File: src/rtl/spi_fifo_evt_pkg.sv
package spi_fifo_evt_pkg;

  // Register select codes
  typedef enum logic [2:0] {
    RA_CFG = 3'd0,
    RA_EVT = 3'd1,
    RA_MSK = 3'd2,
    RA_TXD = 3'd3,
    RA_RXW = 3'd4,
    RA_RXB = 3'd5
  } reg_addr_e;

  localparam int unsigned WORD_B = 4;   // bytes in one bus word
  localparam int unsigned CNT_W  = 6;   // width of status count fields
  localparam int unsigned THR_W  = 6;   // width of threshold fields

  // Status word layout
  localparam int unsigned EB_RX_NE  = 9;
  localparam int unsigned EB_TX_NF  = 8;
  localparam int unsigned EB_TX_OVF = 3;
  localparam int unsigned EB_RX_UDF = 2;
  localparam int unsigned EB_RX_THR = 1;
  localparam int unsigned EB_TX_THR = 0;
  localparam int unsigned RXCNT_LSB = 24;
  localparam int unsigned TXCNT_LSB = 16;

  // Configuration word layout
  localparam int unsigned TXTHR_LSB = 8;
  localparam int unsigned RXTHR_LSB = 0;

  localparam logic [31:0] MASK_IMPL = 32'h0000_030F;

endpackage

File: src/rtl/spi_byte_fifo.sv
// Byte FIFO that pushes PUSH_W bytes at once and pops 0..POP_W bytes.
// DEPTH must be a power of two so the pointers wrap naturally.
module spi_byte_fifo #(
  parameter int unsigned DEPTH  = 32,
  parameter int unsigned PUSH_W = 4,
  parameter int unsigned POP_W  = 1,
  localparam int unsigned AW  = $clog2(DEPTH),
  localparam int unsigned CW  = $clog2(DEPTH + 1),
  localparam int unsigned PCW = $clog2(POP_W + 1)
) (
  input  logic                  clk,
  input  logic                  rst_n,
  input  logic                  push_i,
  input  logic [PUSH_W*8-1:0]   push_data_i,   // byte k at [8k +: 8], k = 0 first
  input  logic [PCW-1:0]        pop_n_i,
  output logic [POP_W*8-1:0]    peek_o,        // byte k at [8k +: 8], k = 0 oldest
  output logic [CW-1:0]         count_o
);

  logic [7:0]    mem_q [DEPTH];
  logic [AW-1:0] wr_ptr_q, wr_ptr_d;
  logic [AW-1:0] rd_ptr_q, rd_ptr_d;
  logic [CW-1:0] count_q, count_d;

  // Per-entry write decode
  for (genvar e = 0; e < DEPTH; e++) begin : g_ent
    logic [AW-1:0] off;
    logic          we;
    logic [7:0]    wb;
    always_comb begin
      off = AW'(e) - wr_ptr_q;
      we  = push_i && (32'(off) < PUSH_W);
      wb  = '0;
      for (int k = 0; k < PUSH_W; k++) begin
        if (off == AW'(k)) wb = push_data_i[8*k +: 8];
      end
    end
    always_ff @(posedge clk) begin
      if (we) mem_q[e] <= wb;
    end
  end

  for (genvar k = 0; k < POP_W; k++) begin : g_peek
    assign peek_o[8*k +: 8] = mem_q[rd_ptr_q + AW'(k)];
  end

  always_comb begin
    wr_ptr_d = wr_ptr_q;
    count_d  = count_q - CW'(pop_n_i);
    rd_ptr_d = rd_ptr_q + AW'(pop_n_i);
    if (push_i) begin
      wr_ptr_d = wr_ptr_q + AW'(PUSH_W);
      count_d  = count_d + CW'(PUSH_W);
    end
  end

  always_ff @(posedge clk or negedge rst_n) begin
    if (!rst_n) begin
      wr_ptr_q <= '0;
      rd_ptr_q <= '0;
      count_q  <= '0;
    end else begin
      wr_ptr_q <= wr_ptr_d;
      rd_ptr_q <= rd_ptr_d;
      count_q  <= count_d;
    end
  end

  assign count_o = count_q;

endmodule

File: src/rtl/spi_evt_regs.sv
// Configuration, mask and sticky event registers, status assembly,
// interrupt gating and read-data selection.
module spi_evt_regs
  import spi_fifo_evt_pkg::*;
#(
  parameter int unsigned DEPTH      = 32,
  parameter int unsigned TX_THR_RST = 4,
  parameter int unsigned RX_THR_RST = 3,
  localparam int unsigned CW = $clog2(DEPTH + 1)
) (
  input  logic          clk,
  input  logic          rst_n,
  input  logic          wr_en_i,
  input  logic          rd_en_i,
  input  logic [2:0]    addr_i,
  input  logic [31:0]   wdata_i,
  input  logic [CW-1:0] tx_cnt_i,
  input  logic [CW-1:0] rx_cnt_i,
  input  logic          ovf_set_i,
  input  logic          udf_set_i,
  input  logic [31:0]   rx_rdata_i,
  output logic [31:0]   rdata_o,
  output logic          irq_o
);

  logic [THR_W-1:0] tx_thr_q, tx_thr_d;
  logic [THR_W-1:0] rx_thr_q, rx_thr_d;
  logic [31:0]      mask_q, mask_d;
  logic             ovf_q, ovf_d;
  logic             udf_q, udf_d;
  logic [31:0]      evt;
  logic             wr_cfg, wr_evt, wr_msk;

  assign wr_cfg = wr_en_i && (addr_i == RA_CFG);
  assign wr_evt = wr_en_i && (addr_i == RA_EVT);
  assign wr_msk = wr_en_i && (addr_i == RA_MSK);

  // Next-state
  always_comb begin
    tx_thr_d = tx_thr_q;
    rx_thr_d = rx_thr_q;
    mask_d   = mask_q;
    ovf_d    = ovf_q;
    udf_d    = udf_q;
    if (wr_cfg) begin
      tx_thr_d = wdata_i[TXTHR_LSB +: THR_W];
      rx_thr_d = wdata_i[RXTHR_LSB +: THR_W];
    end
    if (wr_msk) mask_d = wdata_i & MASK_IMPL;
    if (wr_evt && wdata_i[EB_TX_OVF]) ovf_d = 1'b0;
    if (wr_evt && wdata_i[EB_RX_UDF]) udf_d = 1'b0;
    if (ovf_set_i) ovf_d = 1'b1;
    if (udf_set_i) udf_d = 1'b1;
  end

  always_ff @(posedge clk or negedge rst_n) begin
    if (!rst_n) begin
      tx_thr_q <= THR_W'(TX_THR_RST);
      rx_thr_q <= THR_W'(RX_THR_RST);
      mask_q   <= '0;
      ovf_q    <= 1'b0;
      udf_q    <= 1'b0;
    end else begin
      tx_thr_q <= tx_thr_d;
      rx_thr_q <= rx_thr_d;
      mask_q   <= mask_d;
      ovf_q    <= ovf_d;
      udf_q    <= udf_d;
    end
  end

  // Status word: live counts and levels, plus sticky errors
  always_comb begin
    evt = '0;
    evt[RXCNT_LSB +: CNT_W] = CNT_W'(rx_cnt_i);
    evt[TXCNT_LSB +: CNT_W] = CNT_W'(tx_cnt_i);
    evt[EB_RX_NE]  = (rx_cnt_i != '0);
    evt[EB_TX_NF]  = (32'(tx_cnt_i) < DEPTH);
    evt[EB_TX_OVF] = ovf_q;
    evt[EB_RX_UDF] = udf_q;
    evt[EB_RX_THR] = (32'(rx_cnt_i) >= 32'(rx_thr_q));
    evt[EB_TX_THR] = (32'(tx_cnt_i) <= 32'(tx_thr_q));
  end

  assign irq_o = |(evt & mask_q);

  always_comb begin
    rdata_o = '0;
    if (rd_en_i) begin
      unique case (addr_i)
        RA_CFG:  rdata_o = 32'(tx_thr_q) << TXTHR_LSB | 32'(rx_thr_q) << RXTHR_LSB;
        RA_EVT:  rdata_o = evt;
        RA_MSK:  rdata_o = mask_q;
        RA_RXW,
        RA_RXB:  rdata_o = rx_rdata_i;
        default: rdata_o = '0;
      endcase
    end
  end

endmodule

File: src/rtl/spi_fifo_evt_unit.sv
module spi_fifo_evt_unit
  import spi_fifo_evt_pkg::*;
#(
  parameter int unsigned DEPTH      = 32,
  parameter int unsigned TX_THR_RST = 4,
  parameter int unsigned RX_THR_RST = 3,
  localparam int unsigned CW = $clog2(DEPTH + 1)
) (
  input  logic        clk,
  input  logic        rst_n,
  input  logic        reg_wr_en,
  input  logic        reg_rd_en,
  input  logic [2:0]  reg_addr,
  input  logic [31:0] reg_wdata,
  output logic [31:0] reg_rdata,
  output logic [7:0]  tx_byte,
  output logic        tx_valid,
  input  logic        tx_ready,
  input  logic [7:0]  rx_byte,
  input  logic        rx_valid,
  output logic        rx_ready,
  output logic        irq
);

  logic [CW-1:0]         tx_cnt, rx_cnt;
  logic                  tx_wr, tx_room, tx_push, tx_pop;
  logic [WORD_B*8-1:0]   tx_push_data;
  logic                  rx_push, rxw_rd, rxb_rd, rxw_ok, rxb_ok;
  logic [2:0]            rx_pop_n;
  logic [WORD_B*8-1:0]   rx_peek;
  logic [31:0]           rx_rdata;
  logic                  ovf_set, udf_set;

  // Transmit side: whole-word pushes, MSB first
  assign tx_wr   = reg_wr_en && (reg_addr == RA_TXD);
  assign tx_room = (32'(tx_cnt) + WORD_B) <= DEPTH;
  assign tx_push = tx_wr && tx_room;
  assign ovf_set = tx_wr && !tx_room;
  assign tx_valid = (tx_cnt != '0);
  assign tx_pop   = tx_valid && tx_ready;

  for (genvar k = 0; k < WORD_B; k++) begin : g_txb
    assign tx_push_data[8*k +: 8] = reg_wdata[32-8*k-1 -: 8];
  end

  spi_byte_fifo #(.DEPTH(DEPTH), .PUSH_W(1'b1 ? WORD_B : 1), .POP_W(1)) u_tx_fifo (
    .clk         (clk),
    .rst_n       (rst_n),
    .push_i      (tx_push),
    .push_data_i (tx_push_data),
    .pop_n_i     (tx_pop),
    .peek_o      (tx_byte),
    .count_o     (tx_cnt)
  );

  // Receive side: byte pushes, word or byte pops
  assign rx_ready = 32'(rx_cnt) < DEPTH;
  assign rx_push  = rx_valid && rx_ready;
  assign rxw_rd   = reg_rd_en && (reg_addr == RA_RXW);
  assign rxb_rd   = reg_rd_en && (reg_addr == RA_RXB);
  assign rxw_ok   = 32'(rx_cnt) >= WORD_B;
  assign rxb_ok   = (rx_cnt != '0);
  assign udf_set  = (rxw_rd && !rxw_ok) || (rxb_rd && !rxb_ok);

  always_comb begin
    rx_pop_n = '0;
    rx_rdata = '0;
    if (rxw_rd && rxw_ok) begin
      rx_pop_n = 3'(WORD_B);
      for (int k = 0; k < WORD_B; k++) rx_rdata[32-8*k-1 -: 8] = rx_peek[8*k +: 8];
    end else if (rxb_rd && rxb_ok) begin
      rx_pop_n = 3'd1;
      rx_rdata = {24'd0, rx_peek[7:0]};
    end
  end

  spi_byte_fifo #(.DEPTH(DEPTH), .PUSH_W(1), .POP_W(WORD_B)) u_rx_fifo (
    .clk         (clk),
    .rst_n       (rst_n),
    .push_i      (rx_push),
    .push_data_i (rx_byte),
    .pop_n_i     (rx_pop_n),
    .peek_o      (rx_peek),
    .count_o     (rx_cnt)
  );

  spi_evt_regs #(.DEPTH(DEPTH), .TX_THR_RST(TX_THR_RST), .RX_THR_RST(RX_THR_RST)) u_regs (
    .clk        (clk),
    .rst_n      (rst_n),
    .wr_en_i    (reg_wr_en),
    .rd_en_i    (reg_rd_en),
    .addr_i     (reg_addr),
    .wdata_i    (reg_wdata),
    .tx_cnt_i   (tx_cnt),
    .rx_cnt_i   (rx_cnt),
    .ovf_set_i  (ovf_set),
    .udf_set_i  (udf_set),
    .rx_rdata_i (rx_rdata),
    .rdata_o    (reg_rdata),
    .irq_o      (irq)
  );

endmodule

File: config.mk
export PLATFORM = sky130hd
export DESIGN_NAME = spi_fifo_evt_unit
export DESIGN_NICKNAME = d
export VERILOG_FILES = /design/src/rtl/spi_fifo_evt_pkg.sv /design/src/rtl/spi_byte_fifo.sv /design/src/rtl/spi_evt_regs.sv /design/src/rtl/spi_fifo_evt_unit.sv
export SDC_FILE = /design/constraint.sdc
export NUM_CORES = 1
export LEC_CHECK = 0
export ABC_CLOCK_PERIOD_IN_PS = 10600
export BUFFER_PORTS_ARGS = -buffer_cell sky130_fd_sc_hd__buf_2
export CORE_MARGIN = 5
export CORE_UTILIZATION = 40
export CTS_BUF_LIST = sky130_fd_sc_hd__clkbuf_4 sky130_fd_sc_hd__clkbuf_8 sky130_fd_sc_hd__clkbuf_16
export DETAILED_ROUTE_END_ITERATION = 10
export PLACE_DENSITY = 0.56
export SLEW_MARGIN = 20
export SYNTH_ARGS = -nofsm -noshare
export SYNTH_HDL_FRONTEND = slang
export SYNTH_SLANG_ARGS = --single-unit
File: constraint.sdc
create_clock -name clk -period 10.6 [get_ports clk]
set_input_delay 2.65 -clock clk [delete_from_list [all_inputs] [get_ports clk]]
set_output_delay 2.65 -clock clk [all_outputs]
set_load 0.02 [all_outputs]
==> metrics, run 1 <==
Worst EP required=7.95 ns; CP Launch Type=input pin; reg-to-reg endpoint=u_rx_fifo.mem_q[4][5]; final setup vio count=0; flop-to-flop setup slack=6.85 ns; remaining global-route overflow=0; non-filler cells, final=3496; final net count=2478; Final Slew Violations=0; fmax=121 MHz; RR Startpoint=u_rx_fifo.wr_ptr_q[3]; critical setup path kind=input pin to output pin; # port buffers=91; Comb power frac=53.9%; GRT Resource Usage Total=23.4%; Post-Syn Instances=2317; Filler Cell Count=7330; P_sw=4.65 mW; setup TNS=0 ns; Chip Width=300 um; CP max stage delay=0.64 ns; routed wire length=106 mm; initial antenna violation count=15; Hold Vio Cnt, Final=0; total number of H-tree levels=3; I/O pin total=92; Clock transition at path regs=0.06 ns; total CTS buffers=66; routed len/inst=30.3 um; Final min period=8.29 ns; critical path's slowest cell=or3_1; Setup crit start=reg_addr[1]; post-cts sizing count=0; register bit count reported by yosys=562; crit path to=reg_rdata[0]; max_cap viols=0; share of cells above drive strength 1=28.3%; Bufs on Longest Clock Path=3; CTS root buf=clkbuf_16; maximum vdd drop=0.281 mV; Detailed Routing Iterations Pass 1=5; Internal Pwr Total=6.61 mW; final antenna-violating net count=0; PwrDens=301 nW/um2; worst clock skew=0.0175 ns; Switching Share=41.3%; most frequent CP cell=buf_2; relative slew slack=17.7%; Die Area=89900 um2; commonest non-fill, non-tap cell in the layout=edfxtp_1; Die Height=300 um; Tightest Pin Transition=1.23 ns; status=finished clean; Worst Reg-to-Reg Cells=5; RSZ-0062 raised after global routing=false; Avg Vias per Cell=6.18; most frequent cells in the layout=edfxtp_1, and2_1, mux4_2, and3_1, buf_2; syn nets=2430; largest net degree at the start of global routing=120; DRC=0; Worst-Skew Late Latency=0.62 ns; leakage power=13.3 nW; core area=83400 um2; CP Data Arrival Time=5.64 ns; clock group share of total power=19.7%; Starting DRT DRC Count=2327; crit share post-route=78.2%; Clock Sinks=562; crit-path max FO=16; P&R area growth vs syn=11.3%; vias in the first global route=21431; Cell Rows=106; Final GP Congestion=0.959; number of synthesized flops with an enable pin=512; first-pass GRT wire length=153 mm; ys flop type=edfxtp_1; CTS tree=yes; post-CTS setup buffer count=0; synth warn=0; ys async rst share=8.90%; Avg Cell Area, Syn=14.5 um2; Post-Synthesis Cell Area=33600 um2; HP Class=register to register; Synth cell types=58; CP Capture Type=output pin; DP Cell Count=3376; Post-CTS Hold Buffers=0; via count=21607; crit-path cells=buf_2, nand3b_1, or3_1, clkinv_1, nand2_1, a211oi_1, a21oi_1, o211ai_1, buf_2; Reg power frac=26.4%; Starting Density=40.3%; DP HPWL=73.5 mm; part of the Yosys area used for sequential elements=49.5%
## state kept, by name, summed over array words and instances (netlist names)
name,count
u_regs.rx_thr_q,6
u_rx_fifo.wr_ptr_q,5
u_rx_fifo.count_o,6
u_tx_fifo.mem_q,256
u_regs.mask_q,6
u_regs.tx_thr_q,6
u_tx_fifo.rd_ptr_q,5
u_rx_fifo.rd_ptr_q,5
u_rx_fifo.mem_q,256
u_tx_fifo.wr_ptr_q,3
u_regs.ovf_q,1
u_regs.udf_q,1
u_tx_fifo.count_o,6
## power by group through the flow
stage	registers [mW]	logic (mW)	clock network, mW
floorplan	2.82	4.33	0
CTS	2.97	6.10	2.26
global route	3.00	6.41	2.35
detailed placement	3.02	6.07	0
global placement	3.01	6.04	0
finish	2.98	6.07	2.22
## layer usage
layer | track usage [%] | vias up | part of all wire (%)
met1 | 29.8 | 11242 | 38
met5 | 0 | - | 0.041
met4 | 9.10 | 8 | 4.3
met2 | 40.1 | 1033 | 50
met3 | 4.01 | 215 | 6.9
li1 | - | 9109 | -
## Yosys cell counts, drive strengths merged, types with 2 or more instances
| master | number | share of area [%] |
|---|---|---|
| o31ai | 2 | 0.045 |
| nand3b | 3 | 0.067 |
| and3b | 3 | 0.078 |
| or4 | 2 | 0.045 |
| nand4b | 2 | 0.052 |
| o211ai | 5 | 0.11 |
| dfrtp | 47 | 3.5 |
| inv | 39 | 0.44 |
| dfstp | 3 | 0.23 |
| edfxtp | 512 | 46 |
| nand4 | 5 | 0.093 |
| xor2 | 16 | 0.42 |
| clkinv | 2 | 0.022 |
| a221oi | 5 | 0.13 |
| a211oi | 20 | 0.45 |
| buf | 82 | 1.4 |
| mux4 | 363 | 24 |
| a21oi | 36 | 0.54 |
| a31oi | 3 | 0.056 |
| and2 | 428 | 8.0 |
| nand3 | 22 | 0.33 |
| and3 | 109 | 2.0 |
| nand2b | 11 | 0.20 |
| o22ai | 6 | 0.11 |
| nor2b | 22 | 0.41 |
| nor3 | 40 | 0.60 |
| o21ai | 37 | 0.55 |
| xnor2 | 53 | 1.4 |
| mux2 | 24 | 0.80 |
| a22o | 2 | 0.052 |
| nor4 | 5 | 0.093 |
| mux2i | 47 | 1.4 |
| or3 | 2 | 0.037 |
| o221ai | 2 | 0.052 |
| a21o | 3 | 0.067 |
| a22oi | 19 | 0.42 |
| clkbuf | 94 | 1.1 |
| nor2 | 78 | 0.87 |
| nand2 | 79 | 0.88 |
| a221o | 3 | 0.089 |
| ha | 64 | 2.4 |
| nor3b | 5 | 0.11 |
## worst min-delay path by stage
| stage | slack, ns | depth (start not counted) | end | start |
|---|---|---|---|---|
| global placement | 0.48 | 1 | u_tx_fifo.rd_ptr_q[2] | u_tx_fifo.rd_ptr_q[2] |
| finish | 0.50 | 1 | u_tx_fifo.rd_ptr_q[2] | u_tx_fifo.rd_ptr_q[2] |
| detailed placement | 0.50 | 1 | u_tx_fifo.rd_ptr_q[2] | u_tx_fifo.rd_ptr_q[2] |
| floorplan | 0.46 | 1 | u_tx_fifo.rd_ptr_q[0] | u_tx_fifo.rd_ptr_q[0] |
| CTS | 0.50 | 1 | u_tx_fifo.rd_ptr_q[2] | u_tx_fifo.rd_ptr_q[2] |
| global route | 0.55 | 2 | u_regs.udf_q | u_regs.udf_q |
## cell type report
cell class | instances | area [um2] | area share [%]
clock buffer | 84 | 1820 | 4.88
timing repair buffer | 156 | 981 | 2.62
tap | 1080 | 1350 | 3.61
clock inverter | 32 | 284 | 0.760
antenna | 3 | 7.51 | 0.0201
multi-input combinational | 1538 | 16100 | 43.2
sequential | 562 | 16600 | 44.5
inverter | 41 | 154 | 0.412
## critical path, delay by kind of cell
kind / cells / cell delay, ns
AO/OA/AOI/OAI: 3 / 0.50
buffers and inverters: 3 / 1.13
AND/OR/NAND/NOR: 3 / 1.35
## cell families (layout without fill, tap and decap cells)
logic type	after synthesis	in the layout	share of synthesized area (%)
XOR/XNOR	69	69	1.80
adder cells (fa/ha/maj)	64	64	2.38
AO/OA/AOI/OAI	153	153	2.94
buffers and inverters	217	313	2.89
multiplexers	434	434	26.5
AND/OR/NAND/NOR	818	818	13.9
flip-flops	562	562	49.5
other	0	3	0
## per-stage QoR
step	setup slack [ns]	hold slack, ns	area, um2	power (mW)	utilization, %
6_report	2.31	0.498	37400	11.3	44.8
4_1_cts	2.40	0.503	37400	11.3	44.8
2_1_floorplan	3.81	0.461	33600	7.15	-
5_1_grt	2.19	0.551	37400	11.8	44.8
3_5_place_dp	2.41	0.495	35200	9.09	42.3
3_3_place_gp	2.51	0.482	35200	9.04	42.2
Note: power is estimated with default switching activity, not from simulation.
==> run 2, diff against run 1 <==
--- a/config.mk
+++ b/config.mk
@@ -5,7 +5,8 @@
 export SDC_FILE = /design/constraint.sdc
 export NUM_CORES = 1
 export LEC_CHECK = 0
-export ABC_CLOCK_PERIOD_IN_PS = 10600
+export ABC_AREA = 1
+export ABC_CLOCK_PERIOD_IN_PS = 7750
 export BUFFER_PORTS_ARGS = -buffer_cell sky130_fd_sc_hd__buf_2
 export CORE_MARGIN = 5
 export CORE_UTILIZATION = 40
==> constraint.sdc (replaced) <==
create_clock -name clk -period 7.75 [get_ports clk]
set_input_delay 1.9375 -clock clk [delete_from_list [all_inputs] [get_ports clk]]
set_output_delay 1.9375 -clock clk [all_outputs]
set_load 0.02 [all_outputs]
==> metrics, run 2 <==
mux cell area share after synthesis=0% (-27 points); total number of H-tree levels=3 (unchanged); ANT cells=0 (-3); Die Height=296 um (-1.1%); adder-cell share of the synthesized area=2.44% (+0.056 points); status=finished clean; Worst Reg-to-Reg Cells=8 (+3); largest registers=u_rx_fifo.mem_q x256, u_tx_fifo.mem_q x256; Final GP Congestion=0.966 (+0.82%); most area-hungry cell type in the Yosys netlist=edfxtp_1; top cells by area, synth=edfxtp_1, nand2_1, nand3_1, nor2_1, o21ai_0; crit path to=reg_rdata[23]; routed wire length=123 mm (+16%); count leader, synth=nand2_1; setup TNS=0 ns (unchanged); vias in the first global route=27116 (+27%); worst clock skew=0.0426 ns (+0.0251 ns); Tightest Pin Transition=1.29 ns (+0.0562 ns); clock group share of total power=20.2% (+0.5 points); relative slew slack=14.0% (-3.8 points); DP HPWL=84.3 mm (+15%); leakage power=15.5 nW (+17%); share of cells above drive strength 1=7.44% (-21 points); final setup vio count=0 (unchanged); CP max stage delay=0.83 ns (+0.19 ns); final antenna-violating net count=0 (unchanged); XOR/XNOR share of the synthesized area=1.30% (-0.50 points); first-pass GRT wire length=181 mm (+18%); remaining global-route overflow=0 (unchanged); Die Area=87900 um2 (-2.2%); HP Class=register to register; DRC=0 (unchanged); Reg power frac=24.2% (-2.2 points); Detailed Routing Iterations Pass 1=6 (+1); Clock Sinks=562 (unchanged); syn nets=4259 (+75%); commonest non-fill, non-tap cell in the layout=nand2_1; CP Data Arrival Time=4.67 ns (-0.97 ns); hold_sp=u_regs.tx_thr_q[1]; # port buffers=91 (unchanged); Comb power frac=55.6% (+1.7 points); max_cap viols=0 (unchanged); crit-path cells=inv_6, ha_4, inv_4, buf_12, nand2_1, o211ai_1, nand3_1, o21ai_1, nand2_1, nand2_1, nor2_1, buf_2; Filler Cell Count=8116 (+11%); RR Startpoint=u_rx_fifo.wr_ptr_q[3]; synth warn=0 (unchanged); Switching Share=52.0% (+11 points); number of synthesized flops with an enable pin=512 (unchanged); Post-Place Setup Slack=1.52 ns (-0.895 ns); RSZ-0062 raised after global routing=false; Power Total=16.5 mW (+47%); Post-DP Area=34100 um2 (-3.1%); non-filler cells, final=5225 (+49%); WHS Path Cells=2 (+1); Post-Syn Instances=4146 (+79%); Cell Rows=105 (-0.94%); core area=81700 um2 (-2.0%); CTS root buf=clkbuf_16; most frequent CP cell=nand2_1; PwrDens=453 nW/um2 (+50%); fmax=151 MHz; Starting DRT DRC Count=3430 (+47%); Setup crit start=u_rx_fifo.rd_ptr_q[0]; maximum vdd drop=0.345 mV (+23%); post-CTS setup buffer count=0 (unchanged); Post-Synth Simple-Gate Area=30.9% (+17 points); Final min period=6.61 ns; ys flop type=edfxtp_1; compound-cell area share of the yosys netlist=7.72% (+4.8 points); top-area cell type share of the netlist area=46.9% (+1.1 points); most frequent cells in the layout=nand2_1, nor2_1, nand3_1, edfxtp_1, inv_1; final hold slack=0.484 ns (-0.0142 ns); crit-path max FO=77 (+61); Bufs on Longest Clock Path=3 (unchanged); P&R area growth vs syn=11.2%; register area=16600 um2 (about the same); Internal Pwr Total=7.94 mW (+20%); P_sw=8.59 mW (+85%); post-layout util=44.6% (-0.18 points); Starting Density=40.2% (-0.10 points); Multi-input gate area=14000 um2 (-13%); Post-CTS Hold Buffers=0 (unchanged); Final Slew Violations=0 (unchanged); Synth cell types=42 (-28%); Chip Width=296 um (-1.1%); Worst EP required=5.81 ns (-2.14 ns); worst setup margin=1.14 ns (-1.17 ns); critical path's slowest cell=dfrtp_4; Avg Cell Area, Syn=7.91 um2 (-45%); initial antenna violation count=3 (-12); routed len/inst=23.5 um (-22%); largest family of logic cells by synthesized area=simple AND/OR/NAND/NOR gates; reg-to-reg endpoint=u_rx_fifo.mem_q[1][7]; synth cell count leaders=nand2_1, nor2_1, nand3_1; via count=29370 (+36%); register bit count reported by yosys=562 (unchanged); critical setup path kind=register to output pin; post-cts sizing count=0 (unchanged); Post-Synthesis Cell Area=32800 um2 (-2.3%); Clock transition at path regs=0.06 ns (about the same); CP Launch Type=register; final net count=4215 (+70%); CP Capture Type=output pin; Design Area, Final=36500 um2 (-2.4%); ys async rst share=8.90% (unchanged); GRT Resource Usage Total=27.6% (+4.2 points); Hold Vio Cnt, Final=0 (unchanged); crit share post-route=85.3%; Avg Vias per Cell=5.62 (-9.1%); part of the Yosys area used for sequential elements=50.7% (+1.2 points); I/O pin total=92 (unchanged); DP Cell Count=5102 (+51%); Worst-Skew Late Latency=0.65 ns (+0.03 ns); CTS tree=yes; flop-to-flop setup slack=4.21 ns (-2.64 ns); largest net degree at the start of global routing=125 (+4.2%); total CTS buffers=67 (+1.5%)
==> run 2: worst min-delay path by stage <==
stage / slack [ns] / endpoint
final: 0.48 / u_regs.tx_thr_q[1]
after global routing: 0.50 / u_regs.tx_thr_q[1]
after CTS: 0.49 / u_regs.tx_thr_q[1]
after detailed placement: 0.47 / u_regs.tx_thr_q[1]
after global placement: 0.47 / u_regs.mask_q[3]
after floorplan: 0.45 / u_regs.mask_q[3]
==> run 2: logic make-up after synthesis <==
family	Yosys count
buffers and inverters	589
adders and majority gates	64
and+or+nand+nor	2435
xor gates and xnor gates	46
AOI/OAI and AO/OA	450
DFF	562
==> run 2: power groups by stage <==
stage          logic, mW  registers, mW  clock network [mW]
2_1_floorplan       5.93           3.80                   0
3_3_place_gp        8.94           4.06                   0
3_5_place_dp        8.95           4.06                   0
4_1_cts             8.98           4.00                3.37
5_1_grt             9.95           4.03                3.51
6_report            9.19           4.01                3.33
==> run 2: per-layer routing <==
metal	up-vias	share of wire, %	GRT usage [%]
met5	-	0.029	0
met4	6	3.3	9.04
met3	218	8.9	5.10
met2	1358	47	44.6
met1	14061	41	37.8
li1	13727	-	-
==> run 2: layout make-up <==
| type | instances | area share, % |
|---|---|---|
| Clock buffer | 78 | 4.82 |
| Clock inverter | 44 | 1.51 |
| Inverter | 327 | 3.39 |
| Multi-Input combinational cell | 2995 | 38.4 |
| Sequential cell | 562 | 45.6 |
| Tap cell | 1070 | 3.67 |
| Timing Repair Buffer | 149 | 2.58 |
==> run 2: worst max-delay path: cells and delay by family, from the launching register on <==
kind / cells / cell delay [ns]
buffers and inverters: 4 / 1.40
DFF: 1 / 0.83
adders and majority gates: 1 / 0.77
and+or+nand+nor: 5 / 0.73
AOI/OAI and AO/OA: 2 / 0.16
